--- config.mk ---
export PLATFORM = sky130hd
export DESIGN_NAME = cond_unit
export DESIGN_NICKNAME = d
export VERILOG_FILES = /design/src/rtl/cond_unit_pkg.sv /design/src/rtl/cond_eval.sv /design/src/rtl/set_fill.sv /design/src/rtl/loop_step.sv /design/src/rtl/cond_unit.sv
export SDC_FILE = /design/constraint.sdc
export NUM_CORES = 1
export LEC_CHECK = 0
export BUFFER_PORTS_ARGS = -buffer_cell sky130_fd_sc_hd__buf_4
export CAP_MARGIN = 15
export CORE_ASPECT_RATIO = 0.9
export CORE_MARGIN = 1.5
export CORE_UTILIZATION = 50
export CTS_CLUSTER_DIAMETER = 150
export DETAILED_ROUTE_END_ITERATION = 12
export HOLD_SLACK_MARGIN = 0.1
export PLACE_DENSITY_LB_ADDON = 0.05
export SETUP_SLACK_MARGIN = 0.4
export SYNTH_ARGS = -nofsm -noshare
export SYNTH_HDL_FRONTEND = slang
export SYNTH_SLANG_ARGS = --single-unit
--- constraint.sdc ---
create_clock -name clk -period 2.4 [get_ports clk]
set_input_delay 0.24 -clock clk [delete_from_list [all_inputs] [get_ports clk]]
set_output_delay 0.24 -clock clk [all_outputs]
set_load 0.01 [all_outputs]
--- src/rtl/cond_unit_pkg.sv ---
package cond_unit_pkg;

    typedef enum logic [3:0] {
        CND_TRUE  = 4'd0,
        CND_FALSE = 4'd1,
        CND_HIGH  = 4'd2,
        CND_LOSM  = 4'd3,
        CND_CCLR  = 4'd4,
        CND_CSET  = 4'd5,
        CND_NEQ   = 4'd6,
        CND_EQL   = 4'd7,
        CND_VCLR  = 4'd8,
        CND_VSET  = 4'd9,
        CND_POS   = 4'd10,
        CND_NEG   = 4'd11,
        CND_SGE   = 4'd12,
        CND_SLT   = 4'd13,
        CND_SGT   = 4'd14,
        CND_SLE   = 4'd15
    } cond_e;

    typedef struct packed {
        logic n;
        logic z;
        logic v;
        logic c;
    } flags_t;

    // Selector pairs share one base test; bit 0 of the selector inverts it.
    typedef enum logic [2:0] {
        BASE_ALWAYS = 3'd0,
        BASE_UHI    = 3'd1,
        BASE_NOCARRY= 3'd2,
        BASE_NONZERO= 3'd3,
        BASE_NOOVF  = 3'd4,
        BASE_NONNEG = 3'd5,
        BASE_SGE    = 3'd6,
        BASE_SGT    = 3'd7
    } base_e;

endpackage

--- src/rtl/cond_eval.sv ---
module cond_eval
    import cond_unit_pkg::*;
(
    input  logic [3:0] sel,
    input  flags_t     flags,
    output logic       verdict
);

    base_e base;
    logic  base_true;
    logic  sign_ok;

    always_comb begin
        base    = base_e'(sel[3:1]);
        sign_ok = (flags.n == flags.v);
        case (base)
            BASE_ALWAYS:  base_true = 1'b1;
            BASE_UHI:     base_true = !flags.c && !flags.z;
            BASE_NOCARRY: base_true = !flags.c;
            BASE_NONZERO: base_true = !flags.z;
            BASE_NOOVF:   base_true = !flags.v;
            BASE_NONNEG:  base_true = !flags.n;
            BASE_SGE:     base_true = sign_ok;
            BASE_SGT:     base_true = sign_ok && !flags.z;
            default:      base_true = 1'b0;
        endcase
        verdict = base_true ^ sel[0];
    end

endmodule

--- src/rtl/set_fill.sv ---
module set_fill #(
    parameter int SET_W = 8
) (
    input  logic             bit_in,
    output logic [SET_W-1:0] fill_out
);

    genvar i;
    generate
        for (i = 0; i < SET_W; i++) begin : g_lane
            assign fill_out[i] = bit_in;
        end
    endgenerate

endmodule

--- src/rtl/loop_step.sv ---
module loop_step #(
    parameter int CNT_W  = 32,
    parameter int LOOP_W = 16
) (
    input  logic             clk,
    input  logic             rst_n,
    input  logic             req,
    input  logic             stop,
    input  logic [CNT_W-1:0] cnt_in,
    output logic             done,
    output logic [CNT_W-1:0] cnt_out,
    output logic             branch
);

    localparam logic [LOOP_W-1:0] LOW_WRAP = '1;
    localparam logic [LOOP_W-1:0] LOW_ONE  = LOOP_W'(1);

    typedef struct packed {
        logic             done;
        logic [CNT_W-1:0] cnt;
        logic             branch;
    } step_t;

    step_t st_d, st_q;
    logic [LOOP_W-1:0] low_dec;

    always_comb begin
        st_d      = st_q;
        st_d.done = req;
        low_dec   = cnt_in[LOOP_W-1:0] - LOW_ONE;
        if (req) begin
            st_d.cnt = cnt_in;
            if (stop) begin
                st_d.branch = 1'b0;
            end else begin
                st_d.cnt[LOOP_W-1:0] = low_dec;
                st_d.branch          = (low_dec != LOW_WRAP);
            end
        end
    end

    always_ff @(posedge clk) begin
        if (!rst_n) begin
            st_q <= '0;
        end else begin
            st_q <= st_d;
        end
    end

    assign done    = st_q.done;
    assign cnt_out = st_q.cnt;
    assign branch  = st_q.branch;

    AST_DONE_FOLLOWS_REQ: assert property (@(posedge clk) disable iff (!rst_n)
        req |=> done) else $error("done missing");
    AST_DONE_ONLY_AFTER_REQ: assert property (@(posedge clk) disable iff (!rst_n)
        !req |=> !done) else $error("stray done");
    AST_STOP_KEEPS_COUNT: assert property (@(posedge clk) disable iff (!rst_n)
        (req && stop) |=> (cnt_out == $past(cnt_in) && !branch)) else $error("count touched");
    AST_UPPER_PRESERVED: assert property (@(posedge clk) disable iff (!rst_n)
        req |=> (cnt_out[CNT_W-1:LOOP_W] == $past(cnt_in[CNT_W-1:LOOP_W]))) else $error("upper bits");
    AST_WRAP_FALLS_THROUGH: assert property (@(posedge clk) disable iff (!rst_n)
        (done && cnt_out[LOOP_W-1:0] == LOW_WRAP) |-> !branch) else $error("wrap branched");

endmodule

--- src/rtl/cond_unit.sv ---
module cond_unit
    import cond_unit_pkg::*;
#(
    parameter int CNT_W  = 32,
    parameter int LOOP_W = 16,
    parameter int SET_W  = 8
) (
    input  logic             clk,
    input  logic             rst_n,
    input  logic [3:0]       cond_sel,
    input  logic             flag_n,
    input  logic             flag_z,
    input  logic             flag_v,
    input  logic             flag_c,
    output logic             cond_true,
    output logic [SET_W-1:0] set_byte,
    input  logic             loop_req,
    input  logic [CNT_W-1:0] loop_cnt_in,
    output logic             loop_done,
    output logic [CNT_W-1:0] loop_cnt_out,
    output logic             loop_branch
);

    flags_t flags;
    assign flags = '{n: flag_n, z: flag_z, v: flag_v, c: flag_c};

    cond_eval u_eval (
        .sel     (cond_sel),
        .flags   (flags),
        .verdict (cond_true)
    );

    set_fill #(.SET_W(SET_W)) u_fill (
        .bit_in   (cond_true),
        .fill_out (set_byte)
    );

    loop_step #(.CNT_W(CNT_W), .LOOP_W(LOOP_W)) u_loop (
        .clk     (clk),
        .rst_n   (rst_n),
        .req     (loop_req),
        .stop    (cond_true),
        .cnt_in  (loop_cnt_in),
        .done    (loop_done),
        .cnt_out (loop_cnt_out),
        .branch  (loop_branch)
    );

    AST_NEVER_FALSE_SEL: assert property (@(posedge clk) disable iff (!rst_n)
        (cond_sel == 4'd1) |-> !cond_true) else $error("sel 1 true");
    AST_ALWAYS_TRUE_SEL: assert property (@(posedge clk) disable iff (!rst_n)
        (cond_sel == 4'd0) |-> cond_true) else $error("sel 0 false");
    AST_SET_TRACKS_VERDICT: assert property (@(posedge clk) disable iff (!rst_n)
        (set_byte == '0 && !cond_true) || (set_byte == '1 && cond_true)) else $error("set byte");

endmodule

Word level (Yosys, flattened, before mapping)
Cells that the tools add are included.
- output and inout port bits: 43
- bits in registers: 34
- input bits: 43
- equality and inequality tests: 9
- reductions and logical operators: 7
- add/subtract/negate cells: 1
- multiplexer cells: 3
- bitwise operators: 1
- operators with widths (operator ; count):
    two-way mux 16 bit ; 1
    inequality test 16 bit, second input constant ; 1
    subtractor 16 x 1 -> 16 bit, second input constant ; 1
    equality test 3 bit, second input constant ; 4
    case mux 1 bit (8 select lines) ; 1
    equality test 3 x 2 -> 1 bit, second input constant ; 2
    zero test 1 bit ; 4
    equality test 3 x 1 -> 1 bit, second input constant ; 1
    zero test 3 bit ; 1
    logical AND 1 bit ; 2
    equality test 1 bit ; 1
    two-way mux 1 bit ; 1
    XOR 1 bit ; 1

Longest topological paths before layout
Gate-level depths: netlist of run 1.
- depth in word-level cells: 5
- depth in mapped cells: 7

Modules after synthesis
A second synthesis of run 1 with hierarchy kept.
- cell total of the unflattened synthesis: 222
- area, all modules: 1959.4 sq um
- modules (own cells, without submodules) (module ; area each (sq um) ; times used ; cells each):
    loop_step ; 1831.8 ; 1 ; 205
    cond_eval ; 67.6 ; 1 ; 9
    set_fill ; 60.1 ; 1 ; 8

Worst setup path before layout of run 1
No wires, ideal clock.
- path kind: in2out
- start point: in cond_sel[2]
- end point: out set_byte[0]
- buffers on the path: 2
- slack: 45 ps
- stages: 6
- arrival time: 2115 ps
- cell sequence: and4bb_4 nor4_2 a21oi_1 clkbuf_1 nor2_1 buf_4
- word-level cells in the longest chain between the ends: 3
- RTL lines (item ; RTL line ; RTL):
    start, declared ; cond_unit.sv:10 ; input logic [3:0] cond_sel,
    equality test 3 bit, or another cell as far along ; cond_eval.sv:16 ; case (base)
    case mux 1 bit (8 select lines) * ; cond_eval.sv:16 ;
    XOR 1 bit * ; cond_eval.sv:27 ; verdict = base_true ^ sel[0];
    end, declared ; cond_unit.sv:16 ; output logic [SET_W-1:0] set_byte,
Mark *: on every way between the ends. The rest lies on a longest branch, timed or not.

Worst setup path after layout of run 1
Same ends and word-level chain as after synthesis.

==> qor.yml, run 1 <==
global_routing:
  grt_overflow: 0
  grt_pass1_wl_mm: 10.1
  grt_max_degree: 42
  antenna_found_initial: 0
  grtUsageTotal: 0.259
  grt_pass1_vias: 2141
timing:
  drv_slew: 0
  finClkSkew_ns: 0
  setup_tns_ns: 0
  final_hold_viol_count: 0
  tightestPinTransition_ns: 0.560
  rsz0062_at_grt: "no"
  period_minus_slack_ns: 1.95
  setup_viol: 0
  fmax_ghz: 0.512
  relSlewSlack: 0.617
  fin_crit_sh: 0.814
cts:
  path_clk_slew_ns: 0.07
  cts_made_buffers: 5
  htreeDepth: 2
  cts_tree: "done"
  clk_latency_ns: 0.29
  cts_root_buf: "clkbuf_8"
  cts.path.max_buffers: 2
  holdBufCountCts: 0
  cts_sinks: 34
cells_and_area:
  post-route-util: 0.706
  nets: 400
  area_growth_pct: 36.6
  fin_cells: 418
  layout-drive-gt1-share: 0.357
  antennaDiodeCount: 0
  stdcell_area_mm2: 0.00313
drt:
  num_vias: 2458
  dr.pass1.iters: 4
  remaining_drc_errors: 0
  drt-total-wl_mm: 6.46
  drt_iter0_drc: 174
  drt-wirelength-per-cell_um: 15.5
  ant_nets: 0
  viasPerCell: 5.88
setup_path:
  critPathBufInv: 3
  crit_chain: "buf_4, nor4bb_2, or4_4, nor3_4, buf_12, nor2_4, buf_4"
  cp_data_arrival_time_ns: 1.71
  crit_cells: 7
  crit_family: "simple AND/OR/NAND/NOR gates"
  cp_max_fo: 9
  critPathLaunchType: "input port"
  end_kind: "output port"
  ff2ff_path_depth: 3
  cpMostUsedCell: "buf_4"
  crit_slowest_cell: "or4_4"
  critPathKind: "in -> out"
  slowest_delay_ns: 0.56
  critPathRequiredTime_ns: 2.16
  rrSetupSlack_ns: 1.52
synth:
  synth_area_leader_cell: "dfxtp_1"
  syn_nets: 325
  synth_area_mm2: 0.00229
  yosysMostFrequentCell: "dfxtp_1"
  synth_area_leaders: "dfxtp_1 30%, mux2i_1 7.0%, nor2b_1 4.9%"
  synth_seq_cells: 34
  synth_cells: 280
  synth.distinct_cells: 58
  yosysSeqAreaShare: 0.297
  synth_edf_count: 0
  synth_common_cells: "34 x dfxtp_1, 21 x o21ai_0, 18 x nor2b_1"
  synth_top_area_share: 0.297
  async_reset_ff_frac: 0
  synth_ff_type: "dfxtp_1"
  ys_warn_count: 0
  avgSynthCellArea_um2: 8.19
floorplanning:
  placeableCoreArea_mm2: 0.00443
  die_w_um: 74.4
  die_y_um: 67.2
  die_area_mm2: 0.00500
  rows: 23
  num_io_pins: 86
  start_util: 0.517
placement:
  dp.cells: 406
  port_buffers: 85
  dpl-instance-area_mm2: 0.00298
  place_congestion: 0.910
  dp_hpwl_mm: 4.52
power_and_ir_drop:
  power_density_mw_per_mm2: 482
  total_power_mw: 1.51
  p_leak_nw: 1.32
  ir_worst_vdd_mv: 0.319
status:
  status: "completed"
min_path:
  hp-class: "in -> reg"
  worstHoldPathCells: 3
job:
  cap_violations: 0
## repair_timing
| item | CTS | global route |
|---|---|---|
| buffers inserted | 3 | 1 |
| pin swaps | 3 | 1 |
| endpoints found under the setup margin | 10 | 10 |
| hold endpoints to repair | 0 | 0 |
| resized for setup | 2 | 3 |
## registers in the layout, summed over array words and instances, names as in the netlist
name and count:
u_loop.done 1, u_loop.branch 1, u_loop.cnt_out 32
## cells by family after synthesis
kind of cell	Yosys count	synth area share
compound gates	72	0.223
xor+xnor	3	0.0115
fa+ha+maj	2	0.0109
buf+inv	36	0.0764
flops	34	0.297
mux	16	0.0699
simple gates	117	0.311
## cell type report
type                       instances  area (um^2)
multi-input combinational        210         1510
sequential                        34          681
clock buffer                       6         82.6
tap                               62         77.6
clock inverter                     2         12.5
fill                             404         1300
inverter                           6         22.5
timing repair buffer              98          748
## report_power, final
group | total, mW | switching (mW) | internal, mW
clock | 0.456 | 0.225 | 0.231
combinational | 0.432 | 0.222 | 0.209
sequential | 0.621 | 0.0180 | 0.603
total | 1.51 | 0.466 | 1.04
## cells in the final DEF (no fill, tap or decap), drive strengths merged, types with 2 or more instances in the layout
| cell | count |
|---|---|
| or2 | 2 |
| nand3b | 3 |
| o2111ai | 3 |
| clkinv | 2 |
| inv | 5 |
| nand4 | 5 |
| xor2 | 2 |
| nor2b | 18 |
| a21o | 4 |
| nor3 | 12 |
| nor4 | 10 |
| nand4b | 2 |
| a21oi | 6 |
| o2111a | 3 |
| nand2 | 12 |
| clkbuf | 6 |
| a2111oi | 6 |
| or3 | 3 |
| dfxtp | 34 |
| nand3 | 10 |
| o211ai | 2 |
| a31oi | 2 |
| a211oi | 15 |
| ha | 2 |
| or4 | 6 |
| and2 | 8 |
| and3 | 2 |
| nor2 | 15 |
| mux2i | 16 |
| nor3b | 3 |
| o21ai | 22 |
| buf | 98 |
## layer usage
layer  vias to the layer above  global-route usage  wire length [um]
li1                       1199                   -                 -
met1                      1152               0.357              2920
met2                       102               0.416              3090
met3                         5              0.0433               410
met4                         0              0.0773                48
met5                         -                   0                 0
## per-stage QoR
stage | setup slack, ns | hold slack [ns]
2_1_floorplan | 0.360 | 0.410
5_1_grt | 0.403 | 0.207
3_3_place_gp | 0.173 | 0.492
4_1_cts | 0.415 | 0.206
3_5_place_dp | 0.0662 | 0.491
6_report | 0.448 | 0.213
## path summary, 6_finish.rpt
kind / from / end
setup reg to reg: u_loop.branch$_SDFFE_PN0P_ / u_loop.branch$_SDFFE_PN0P_
hold / removal: loop_cnt_in[18] / u_loop.cnt_out[18]$_SDFFE_PN0P_
setup / recovery: cond_sel[2] / set_byte[0]
hold reg to reg: u_loop.cnt_out[2]$_SDFFE_PN0P_ / u_loop.cnt_out[2]$_SDFFE_PN0P_
## tightest hold or removal path, cell delays in order
cell and delay [ns]:
buf_4 0.08, mux2i_1 0.05, nor2b_1 0.09
(Power assumes the default switching activity.)
==> run 2: changes to the inputs <==
ABC_AREA = 1   (was default)
CORE_UTILIZATION = 49   (was 50)
clock period = 2 ns   (was 2.4 ns; I/O delays follow)
==> qor.yml, run 2 <==
timing:
  setup_tns_ns: 0
  setup_viol: 0
  fin_crit_sh: 0.738
  layout_setup_ws_ns: 0.524
  drv_slew: 0
  hold_ws_ns: 0.140
  finClkSkew_ns: 0
  fmax_ghz: 0.677
  period_minus_slack_ns: 1.48
  rsz0062_at_grt: "yes"
  final_hold_viol_count: 0
  tightestPinTransition_ns: 0.508
  relSlewSlack: 0.661
synth:
  synthXorXnorAreaFrac: 0.00801
  synth_ff_type: "dfxtp_1"
  synth_area_leader_cell: "dfxtp_1"
  synth_area_mm2: 0.00219
  syn_nets: 382
  synth.distinct_cells: 30
  yosysSeqAreaShare: 0.311
  synth_edf_count: 0
  synth_area_leaders: "dfxtp_1 31%, nand2_1 13%, nor2_1 9.3%"
  synth_cells: 337
  avgSynthCellArea_um2: 6.49
  synth_simple_gate_area_share: 0.425
  synthAdderAreaFrac: 0.0114
  synth_common_cells: "76 x nand2_1, 54 x nor2_1, 40 x nand3_1"
  synthMuxAreaShare: 0
  synth_seq_cells: 34
  synth_top_family_by_area: "simple AND/OR/NAND/NOR gates"
  async_reset_ff_frac: 0
  synth_top_area_share: 0.311
  ys_warn_count: 0
  synth_compound_area_frac: 0.112
  yosysMostFrequentCell: "nand2_1"
placement:
  place_congestion: 0.862
  port_buffers: 85
  dp_hpwl_mm: 4.19
  dpl-instance-area_mm2: 0.00278
  pre_cts_ws_ns: 0.245
setup_path:
  cp-startpoint: "cond_sel[2]"
  ff2ff_path_depth: 2
  critPathKind: "in -> out"
  end_kind: "output port"
  critPathBufInv: 3
  r2r-end: "u_loop.branch$_SDFFE_PN0P_"
  crit_slowest_cell: "a21boi_4"
  crit_family: "simple AND/OR/NAND/NOR gates"
  slowest_delay_ns: 0.22
  setup.worst_path.end: "set_byte[6]"
  cp_data_arrival_time_ns: 1.28
  cpMostUsedCell: "buf_4"
  crit_chain: "buf_4, inv_1, o22ai_1, a21boi_4, nand3_1, nand2_4, buf_4"
  critPathRequiredTime_ns: 1.80
  critPathLaunchType: "input port"
  crit_cells: 7
  rrSetupSlack_ns: 1.34
  r2r-start: "u_loop.branch$_SDFFE_PN0P_"
  cp_max_fo: 12
power_and_ir_drop:
  p_leak_nw: 1.48
  ir_worst_vdd_mv: 0.531
  power_density_mw_per_mm2: 626
cts:
  cts_made_buffers: 5
  clk_latency_ns: 0.28
  cts_resized: 1
  cts_root_buf: "clkbuf_8"
  path_clk_slew_ns: 0.07
  cts.path.max_buffers: 2
  cts_sinks: 34
  holdBufCountCts: 0
  htreeDepth: 2
  post-cts-setup-buffer-count: 0
  cts_tree: "done"
cells_and_area:
  antennaDiodeCount: 0
  layout-drive-gt1-share: 0.320
  final_cell_mix: "88 x buf_4, 75 x nand2_1, 53 x nor2_1, 40 x nand3_1, 39 x inv_1"
  nets: 456
  area_growth_pct: 32.5
  mostFrequentLayoutCell: "buf_4"
  stdcell_area_mm2: 0.00290
  post-route-util: 0.693
  largest_register_ffs: 32
floorplanning:
  placeableCoreArea_mm2: 0.00418
  die_area_mm2: 0.00487
  die_w_um: 73.4
  num_io_pins: 86
  rows: 22
  die_y_um: 66.4
  start_util: 0.523
drt:
  remaining_drc_errors: 0
  ant_nets: 0
  drt_iter0_drc: 147
  num_vias: 2327
  drt-total-wl_mm: 5.47
  drt-wirelength-per-cell_um: 11.6
  dr.pass1.iters: 4
  viasPerCell: 4.93
global_routing:
  grt_pass1_wl_mm: 8.87
  antenna_found_initial: 0
  grt_pass1_vias: 2011
  grt_overflow: 0
  grtUsageTotal: 0.228
  grt_max_degree: 37
min_path:
  hp-class: "in -> reg"
status:
  status: "completed"
job:
  cap_violations: 0
## run 2: cell count changes after synthesis, moves of 8 or more
cell,change
mux2i_1,-16
nand2_2,+9
nand3_2,+8
nor3_1,-10
nor4_1,-9
nand3_1,+30
nand2_1,+64
a211oi_1,-14
clkbuf_1,-10
nor2b_1,-18
inv_1,+34
nor2_1,+39
a21oi_2,+8
## run 2: worst min-delay path by stage
stage	from	end	slack, ns	depth (start not counted)
CTS	loop_cnt_in[28]	u_loop.cnt_out[28]$_SDFFE_PN0P_	0.14	3
finish	loop_cnt_in[26]	u_loop.cnt_out[26]$_SDFFE_PN0P_	0.14	3
global placement	loop_cnt_in[18]	u_loop.cnt_out[18]$_SDFFE_PN0P_	0.42	3
global route	loop_cnt_in[31]	u_loop.cnt_out[31]$_SDFFE_PN0P_	0.14	3
floorplan	loop_cnt_in[16]	u_loop.cnt_out[16]$_SDFFE_PN0P_	0.33	2
detailed placement	loop_cnt_in[28]	u_loop.cnt_out[28]$_SDFFE_PN0P_	0.43	3
## run 2: cell families (layout without fill, tap and decap cells)
logic type                 Yosys count  after routing
and+or+nand+nor                    199            199
xor gates and xnor gates             2              2
buffers and inverters               60            135
DFF                                 34             34
AOI/OAI and AO/OA                   40             40
adders and majority gates            2              2
## run 2: through the flow
| step | total power [mW] | instances |
|---|---|---|
| after floorplan | 1.10 | 337 |
| after global placement | 1.29 | 464 |
| after detailed placement | 1.30 | 464 |
| after CTS | 1.82 | 472 |
| after global routing | 1.92 | 472 |
| final | 1.81 | 472 |
## run 2: worst min-delay path, delay by kind of cell
family        cells  cell delay, ns
simple gates      2            0.11
buf+inv           1            0.08
## run 2: cell type report
cell class                 instances  area, um^2
inverter                          39         146
tap                               60        75.1
fill                             404        1290
clock buffer                       6        82.6
sequential                        34         681
timing repair buffer              88         661
clock inverter                     2        12.5
multi-input combinational        243        1240
## run 2: power breakdown
part	internal [mW]	switching, mW
sequential	0.729	0.0248
combinational	0.243	0.295
clock	0.276	0.246
total	1.25	0.565
## run 2: metal layers
layer / track usage / part of all wire / vias to the layer above
met5: 0 / 0 / -
met4: 0.0440 / 0.0051 / 0
met3: 0.0442 / 0.062 / 4
met2: 0.368 / 0.48 / 85
met1: 0.318 / 0.46 / 1040
li1: - / - / 1198
